===== config.mk =====
export PLATFORM = sky130hd
export DESIGN_NAME = conv_start_sched
export DESIGN_NICKNAME = d
export VERILOG_FILES = /design/src/rtl/conv_sched_pkg.sv /design/src/rtl/start_queue.sv /design/src/rtl/inflight_track.sv /design/src/rtl/dma_merge.sv /design/src/rtl/conv_start_sched.sv
export SDC_FILE = /design/constraint.sdc
export NUM_CORES = 1
export LEC_CHECK = 0
export BUFFER_PORTS_ARGS = -buffer_cell sky130_fd_sc_hd__buf_2
export CORE_ASPECT_RATIO = 1.2
export CORE_MARGIN = 5
export CORE_UTILIZATION = 47
export CTS_CLUSTER_DIAMETER = 50
export DETAILED_ROUTE_END_ITERATION = 8
export PLACE_DENSITY = 0.76
export SLEW_MARGIN = 10
export SYNTH_ARGS = -nofsm -noshare
export SYNTH_HDL_FRONTEND = slang
export SYNTH_HIERARCHICAL = 1
export SYNTH_SLANG_ARGS = --single-unit

===== constraint.sdc =====
create_clock -name clk -period 1.5 [get_ports clk]
set_clock_uncertainty 0.15 [all_clocks]
set_input_delay 0.3 -clock clk [delete_from_list [all_inputs] [get_ports clk]]
set_output_delay 0.3 -clock clk [all_outputs]
set_load 0.02 [all_outputs]

===== src/rtl/conv_sched_pkg.sv =====
package conv_sched_pkg;
  localparam int NCH = 4;
  localparam int CW  = $clog2(NCH);

  typedef enum logic [1:0] {GRP_NONE, GRP_01, GRP_012, GRP_0123} grp_e;

  // Index of the lowest set bit (0 when none set).
  function automatic logic [CW-1:0] first_set(input logic [NCH-1:0] v);
    logic [CW-1:0] idx;
    idx = '0;
    for (int i = NCH - 1; i >= 0; i--)
      if (v[i]) idx = CW'(i);
    return idx;
  endfunction

  // Channels merged into the shared request for grouping g.
  function automatic logic [NCH-1:0] group_mask(input logic [1:0] g);
    logic [NCH-1:0] m;
    m = '0;
    for (int i = 0; i < NCH; i++)
      if (g != 2'd0 && i <= int'(g)) m[i] = 1'b1;
    return m;
  endfunction

  function automatic logic [NCH-1:0] ch_bit(input logic [CW-1:0] c);
    return NCH'(1) << c;
  endfunction
endpackage


===== src/rtl/start_queue.sv =====
module start_queue
  import conv_sched_pkg::*;
(
  input  logic           clk,
  input  logic           rst_n,
  input  logic [NCH-1:0] set_mask,
  input  logic           en,
  input  logic           hold,
  output logic [NCH-1:0] pend,
  output logic           issue_valid,
  output logic [CW-1:0]  issue_ch
);
  logic [NCH-1:0] issue_mask;

  always_comb begin
    issue_valid = en && !hold && (pend != '0);
    issue_ch    = first_set(pend);
    issue_mask  = issue_valid ? ch_bit(issue_ch) : '0;
  end

  always_ff @(posedge clk) begin
    if (!rst_n) pend <= '0;
    else        pend <= (pend & ~issue_mask) | set_mask;
  end
endmodule


===== src/rtl/inflight_track.sv =====
module inflight_track
  import conv_sched_pkg::*;
#(
  parameter int LAT = 4
) (
  input  logic          clk,
  input  logic          rst_n,
  input  logic          flush,
  input  logic          issue_valid,
  input  logic [CW-1:0] issue_ch,
  input  logic          cmp_valid,
  input  logic [CW-1:0] cmp_ch,
  output logic          cmp_accept,
  output logic [CW-1:0] accept_ch
);
  logic [LAT-1:0] slot_v;
  logic [CW-1:0]  slot_c [LAT];

  always_ff @(posedge clk) begin
    if (!rst_n || flush) slot_v[0] <= 1'b0;
    else                 slot_v[0] <= issue_valid;
    slot_c[0] <= issue_ch;
  end

  for (genvar s = 1; s < LAT; s++) begin : g_stage
    always_ff @(posedge clk) begin
      if (!rst_n || flush) slot_v[s] <= 1'b0;
      else                 slot_v[s] <= slot_v[s-1];
      slot_c[s] <= slot_c[s-1];
    end
  end

  assign cmp_accept = cmp_valid && slot_v[LAT-1] && (slot_c[LAT-1] == cmp_ch) && !flush;
  assign accept_ch  = cmp_ch;
endmodule


===== src/rtl/dma_merge.sv =====
module dma_merge
  import conv_sched_pkg::*;
(
  input  logic           clk,
  input  logic           rst_n,
  input  logic [1:0]     grp,
  input  logic           set_valid,
  input  logic [CW-1:0]  set_ch,
  input  logic [NCH-1:0] ack,
  output logic [NCH-1:0] dma_req
);
  logic [NCH-1:0] ready, gmask, clr, set;

  always_comb begin
    gmask = group_mask(grp);
    set   = set_valid ? ch_bit(set_ch) : '0;
    if (grp == GRP_NONE) clr = ack;
    else                 clr = (ack & ~gmask) | (ack[0] ? gmask : '0);
    if (grp == GRP_NONE) begin
      dma_req = ready;
    end else begin
      dma_req    = ready & ~gmask;
      dma_req[0] = ((ready & gmask) == gmask);
    end
  end

  always_ff @(posedge clk) begin
    if (!rst_n) ready <= '0;
    else        ready <= (ready & ~clr) | set;
  end
endmodule


===== src/rtl/conv_start_sched.sv =====
module conv_start_sched
  import conv_sched_pkg::*;
#(
  parameter int LAT = 4
) (
  input  logic           clk,
  input  logic           rst_n,
  input  logic           wr_en,
  input  logic [7:0]     wr_data,
  output logic [7:0]     rd_data,
  output logic           issue_valid,
  output logic [CW-1:0]  issue_ch,
  output logic           pipe_flush,
  input  logic           cmp_valid,
  input  logic [CW-1:0]  cmp_ch,
  output logic [NCH-1:0] dma_req,
  input  logic [NCH-1:0] dma_ack
);
  logic           en_q;
  logic           flush_q;
  logic [1:0]     grp_q;
  logic [NCH-1:0] pend;
  logic [NCH-1:0] start_w;
  logic           cmp_accept;
  logic [CW-1:0]  accept_ch;

  assign start_w = wr_en ? wr_data[2 +: NCH] : '0;

  always_ff @(posedge clk) begin
    if (!rst_n) begin
      en_q    <= 1'b0;
      flush_q <= 1'b0;
      grp_q   <= GRP_NONE;
    end else begin
      flush_q <= wr_en && wr_data[1];
      if (wr_en) begin
        en_q  <= wr_data[0];
        grp_q <= wr_data[7:6];
      end
    end
  end

  start_queue u_queue (
    .clk(clk), .rst_n(rst_n), .set_mask(start_w), .en(en_q), .hold(flush_q),
    .pend(pend), .issue_valid(issue_valid), .issue_ch(issue_ch)
  );

  inflight_track #(.LAT(LAT)) u_track (
    .clk(clk), .rst_n(rst_n), .flush(flush_q), .issue_valid(issue_valid),
    .issue_ch(issue_ch), .cmp_valid(cmp_valid), .cmp_ch(cmp_ch),
    .cmp_accept(cmp_accept), .accept_ch(accept_ch)
  );

  dma_merge u_dma (
    .clk(clk), .rst_n(rst_n), .grp(grp_q), .set_valid(cmp_accept),
    .set_ch(accept_ch), .ack(dma_ack), .dma_req(dma_req)
  );

  assign pipe_flush = flush_q;
  assign rd_data    = {grp_q, pend, 1'b0, en_q};
endmodule


==> Yosys cells after proc, flatten, opt, wreduce, memory -nomap -nowiden <==
Memory sizes are Yosys's and may differ from the RTL's.
Cells that the tools add are included.
{ "op_classes": {"bitwise_logic": 11, "n_mux": 14, "reduce_logical": 15, "n_shift": 2, "order_cmp": 3, "n_eq_ne": 2} }
{ "op_table": {"columns": ["op", "n"], "rows": [
  ["4-bit 2-to-1 mux", 6],
  ["4-bit bitwise AND", 5],
  ["4-bit inverter", 3],
  ["4-bit OR", 3],
  ["1-bit logical AND", 9],
  ["2-bit 2-to-1 mux", 4],
  ["1-bit by 2-bit left shift with 4-bit output (first input constant)", 2],
  ["4-bit == test", 1],
  ["2-bit <= comparator (first input constant)", 2],
  ["1-bit 2-to-1 mux", 4],
  ["4-bit nonzero test", 1],
  ["2-bit == test", 1],
  ["1-bit by 2-bit <= comparator with 1-bit output (first input constant)", 1],
  ["1-bit logical NOT", 2],
  ["2-bit logical NOT", 1],
  ["2-bit nonzero test", 1],
  ["1-bit logical OR", 1]
]} }
{ "word_totals": {"mem_bits_rw": 8, "output_inout_bits": 16, "elab_cells": 57, "mem_count": 1, "inputBits": 18, "ff_bits": 16} }
{ "mem_list": {"columns": ["memory", "words", "width", "read_ports", "rd_ports_with_merged_regs", "wr", "line_no", "source"], "rows": [
  ["u_track.slot_c", 4, 2, 4, 0, 4, "inflight_track.sv:17", "logic [CW-1:0] slot_c [LAT];"]
]} }

==> Longest topological paths before layout <==
{ "logic_depth": {"word_depth": 10, "ltp_mapped": 5, "mapped_depth_nobuf": 5} }

==> Hierarchy <==
The synthesis kept the hierarchy.
{ "by_module_without_submodules": {"columns": ["module", "instances", "area_each_um2", "seq_area_each_um2", "cells_per_inst"], "rows": [
  ["inflight_track", 1, 320.3, 240.2, 23],
  ["dma_merge", 1, 252.7, 80.1, 31],
  ["conv_start_sched", 1, 196.4, 80.1, 19],
  ["start_queue", 1, 185.2, 80.1, 24]
]} }

==> Worst setup path before layout <==
No wires, ideal clock.
{ "synth_path": {"path_type": "register to output", "from": "register grp_q[1]", "to": "output port dma_req[0]", "t_arrival_ps": 1245, "path_stages_with_launch": 5, "t_required_ps": 1050, "setup_slack_ps": -195, "n_path_buf": 1, "cell_sequence": "dfxtp_1 -> buf_6 -> inv_1 -> o21ai_0 -> a221oi_1"} }
{ "synth_between": {"elab_chain_cells": 6, "word_cells_on_any_way": 15, "classes_between": "3 x order compare; 1 x eq/ne; 5 x mux; 1 x bitwise; 5 x reduce/logical"} }
{ "synth_rtl": {"columns": ["element", "line_no", "source"], "rows": [
  ["start, declared", "conv_start_sched.sv:21", "logic [1:0] grp_q;"],
  ["start signal, assigned", "conv_start_sched.sv:38", "grp_q <= wr_data[7:6];"],
  ["1-bit by 2-bit <= comparator with 1-bit output, or another cell as far along", "conv_sched_pkg.sv:21", "if (g != 2'd0 && i <= int'(g)) m[i] = 1'b1;"],
  ["1-bit logical AND", "conv_sched_pkg.sv:21", null],
  ["1-bit 2-to-1 mux", "conv_sched_pkg.sv:21", null],
  ["4-bit bitwise AND", "dma_merge.sv:23", "dma_req[0] = ((ready & gmask) == gmask);"],
  ["4-bit == test", "dma_merge.sv:23", null],
  ["4-bit 2-to-1 mux *", "dma_merge.sv:19", "if (grp == GRP_NONE) begin"],
  ["end, declared", "conv_start_sched.sv:16", "output logic [NCH-1:0] dma_req,"]
]} }
Mark *: on every way between the ends. The rest lies on a longest branch, timed or not.

==> Final worst setup path <==
Same ends and word-level chain as after synthesis.

==> impl_metrics.yaml <==
synthesis:
  ys_warn_count: 6
  synth_fp_nets: 115
  avgSynthCellArea_sq_um: 9.84
  yosysSeqAreaShare_pct: 50.3
  syn-instance-count: 97
  synthDistinctLibCells: 29
  syn_area_sq_um: 955
  ys_seq_elements: 24
critical_path:
  cpMaxStageDelayCell: "dfxtp_4"
  endpoint_kind: "output port"
  cp-startpoint: "grp_q[1]"
  r2r_start: "pipe_flush"
  crit_fanout: 4
  crit_type: "reg -> out"
  cp_top_family: "flip-flops"
  crit_chain: "buf_6, a221oi_4, buf_6"
  path_buf_inv: 2
  start_kind: "flip-flop"
  path_common_cell: "buf_6"
  critPathRequiredTime_ps: 1050
  critical-path-max-stage-delay_ps: 370
  crit_arrival_ps: 1240
clocking:
  clock-sinks: 24
  clk_transition_reported_paths_ps: 120
  insertion_delay_ps: 310
  root_buffer: "clkbuf_4"
  cts_buffers: 3
  clockBufferDepth: 2
  htreeDepth: 1
  cts_tree: "built"
drt:
  route.detailed.drc: 0
  vias: 794
  initialDrtViolationCount: 11
  wirelength_um: 2040
  viasPerCell: 5.09
  wl_per_cell_um: 13.1
  drt_pre_antenna_iters: 4
  ant_nets: 0
floorplanning:
  die_h_um: 59.4
  initial_core_util_pct: 50.4
  die-area_sq_um: 3040
  core_sq_um: 1890
  rows: 17
  die_w_um: 51.1
  ioPinCount: 34
timing:
  post-route-period-util_pct: 113
  hold_slack_ps: 94.1
  finalHoldViolations: 0
  rsz0062_at_grt: "true"
  min_period_ps: 1690
  clock.fmax_mhz: 591
  slew_violations: 0
  finalWorstSetupSlack_ps: -192
  setup_viol: 7
placed_design:
  io_buffers: 32
  place_ws_ps: 30.1
  dp_hpwl_um: 1410
  gp_congestion: 0.703
pwr:
  p_per_area_nw_per_um2: 1010
  leakagePower_nw: 0.615
  totalPowerFinal_mw: 1.36
  ir_drop_v: 0.000752
grt:
  grt_use_met3_pct: 2.77
  grt_pass1_vias: 755
  grt_use_met2_pct: 26.2
  grt_util_met1_pct: 15.2
  grt_pass1_wl_um: 3240
  globalRouteOverflowTotal: 0
  grt-busiest-layer: "met2"
  grt_max_degree: 15
  grt_usage_pct: 14.2
  antenna_found_initial: 0
layout:
  area_delta_synth_final_pct: 41.2
  fin_util_pct: 71.2
  fill_cells: 152
  diodes: 0
  drive_gt1_share_pct: 55.5
  layout.nets: 156
run_status:
  violations: "negative setup slack"
  outcome: "complete, but fails checks"
hold_path:
  min_path_type: "in -> reg"
  hp-start: "wr_data[7]"
run:
  cap_violations: 0
sequential cells by signal (all words and copies together), names as in the netlist:
signal,flops
en_q,1
pipe_flush,1
u_track/slot_v,4
u_track/slot_c,8
u_dma/ready,4
grp_q,2
u_queue/pend,4
synth_stat cells:
| cell type | number | area, sq um |
|---|---|---|
| a32oi_1 | 1 | 8.76 |
| and2_2 | 4 | 30.0 |
| o311a_1 | 1 | 10.0 |
| nor3b_1 | 2 | 15.0 |
| nand2b_4 | 1 | 13.8 |
| and2b_2 | 1 | 8.76 |
| o21ai_1 | 1 | 5.00 |
| nor2b_1 | 6 | 37.5 |
| xor2_1 | 2 | 17.5 |
| a311oi_1 | 1 | 8.76 |
| buf_6 | 2 | 22.5 |
| and3_2 | 1 | 7.51 |
| buf_4 | 4 | 30.0 |
| inv_1 | 6 | 22.5 |
| mux2i_1 | 4 | 40.0 |
| nand2_1 | 5 | 18.8 |
| nor4_2 | 1 | 12.5 |
| dfxtp_1 | 24 | 480 |
| a21oi_1 | 5 | 25.0 |
| conb_1 | 1 | 3.75 |
| nor3_1 | 2 | 10.0 |
| nor3_2 | 1 | 10.0 |
| a221oi_1 | 1 | 8.76 |
| a21boi_0 | 1 | 7.51 |
| o21ai_0 | 4 | 20.0 |
| and3_1 | 1 | 6.26 |
| o21a_1 | 3 | 22.5 |
| and2_1 | 4 | 25.0 |
| nor2_1 | 7 | 26.3 |
repair_timing:
item                       in CTS  in global routing
pin swaps                       2                  4
buffers inserted                6                  3
hold buffers                    0                  0
setup endpoints to repair       7                  9
resized for setup              29                 13
worst paths after layout:
path                                             end  slack, ps  depth (start not counted)
worst max-delay path                      dma_req[0]       -190                          3
worst min register to register  u_track/slot_c[2][1]        190                          0
worst max register to register        u_dma/ready[0]        110                          4
worst min-delay path                        grp_q[1]         90                          3
through the flow:
step | setup TNS, ps | instances | cell area (sq um)
after global placement | 0 | 143 | 1110
after CTS | -402 | 153 | 1270
after global routing | -881 | 156 | 1350
after detailed placement | 0 | 143 | 1110
final | -467 | 156 | 1350
after floorplan | 0 | 97 | 967
layer usage:
metal	wire length (um)	vias to the layer above
met5	0	-
li1	-	400
met3	150	2
met4	14	0
met1	809	361
met2	1060	31
cell families after synthesis:
family / after synthesis / share of synthesized area (%)
AOI/OAI and AO/OA: 18 / 12.2
xor gates and xnor gates: 2 / 1.84
buffers and inverters: 12 / 7.86
DFF: 24 / 50.3
muxes: 4 / 4.19
other: 1 / 0.393
and+or+nand+nor: 36 / 23.2
worst register-to-register path, cell delays in order (launching register included):
cell and delay (ps):
dfxtp_2 340, buf_4 140, nor4_2 370, nor3b_1 220
o21a_1 130
where the power goes:
part           switching, mW  leakage [nW]  internal [mW]
Sequential            0.0333         0.203          0.678
Clock                  0.179        0.0279          0.270
Combinational          0.101         0.385         0.0955
Total                  0.313         0.615           1.04
layout by cell type (no fill, tap or decap), types with 2 or more instances in the layout:
master and instances:
o21ai_0 3, dfxtp_1 14, buf_2 24, a21oi_1 2
buf_4 12, mux2i_1 4, xor2_1 2, nand2_1 5
nor2_4 2, buf_6 6, a21oi_2 3, dfxtp_4 5
dfxtp_2 5, nor2b_1 6, and2_2 4, clkbuf_4 3
nor2_1 4, o21a_1 3, inv_1 5, and2_1 4
cell type report:
cell class                 instances  area [sq um]  share of cell area [%]
timing repair buffer              42           278                    20.6
sequential                        24           505                    37.5
clock inverter                     1          30.0                    2.23
clock buffer                       3          22.5                    1.67
multi-input combinational         61           465                    34.5
tap                               19          23.8                    1.76
inverter                           6          22.5                    1.67
No activity file was read; power rests on OpenSTA's default activity.
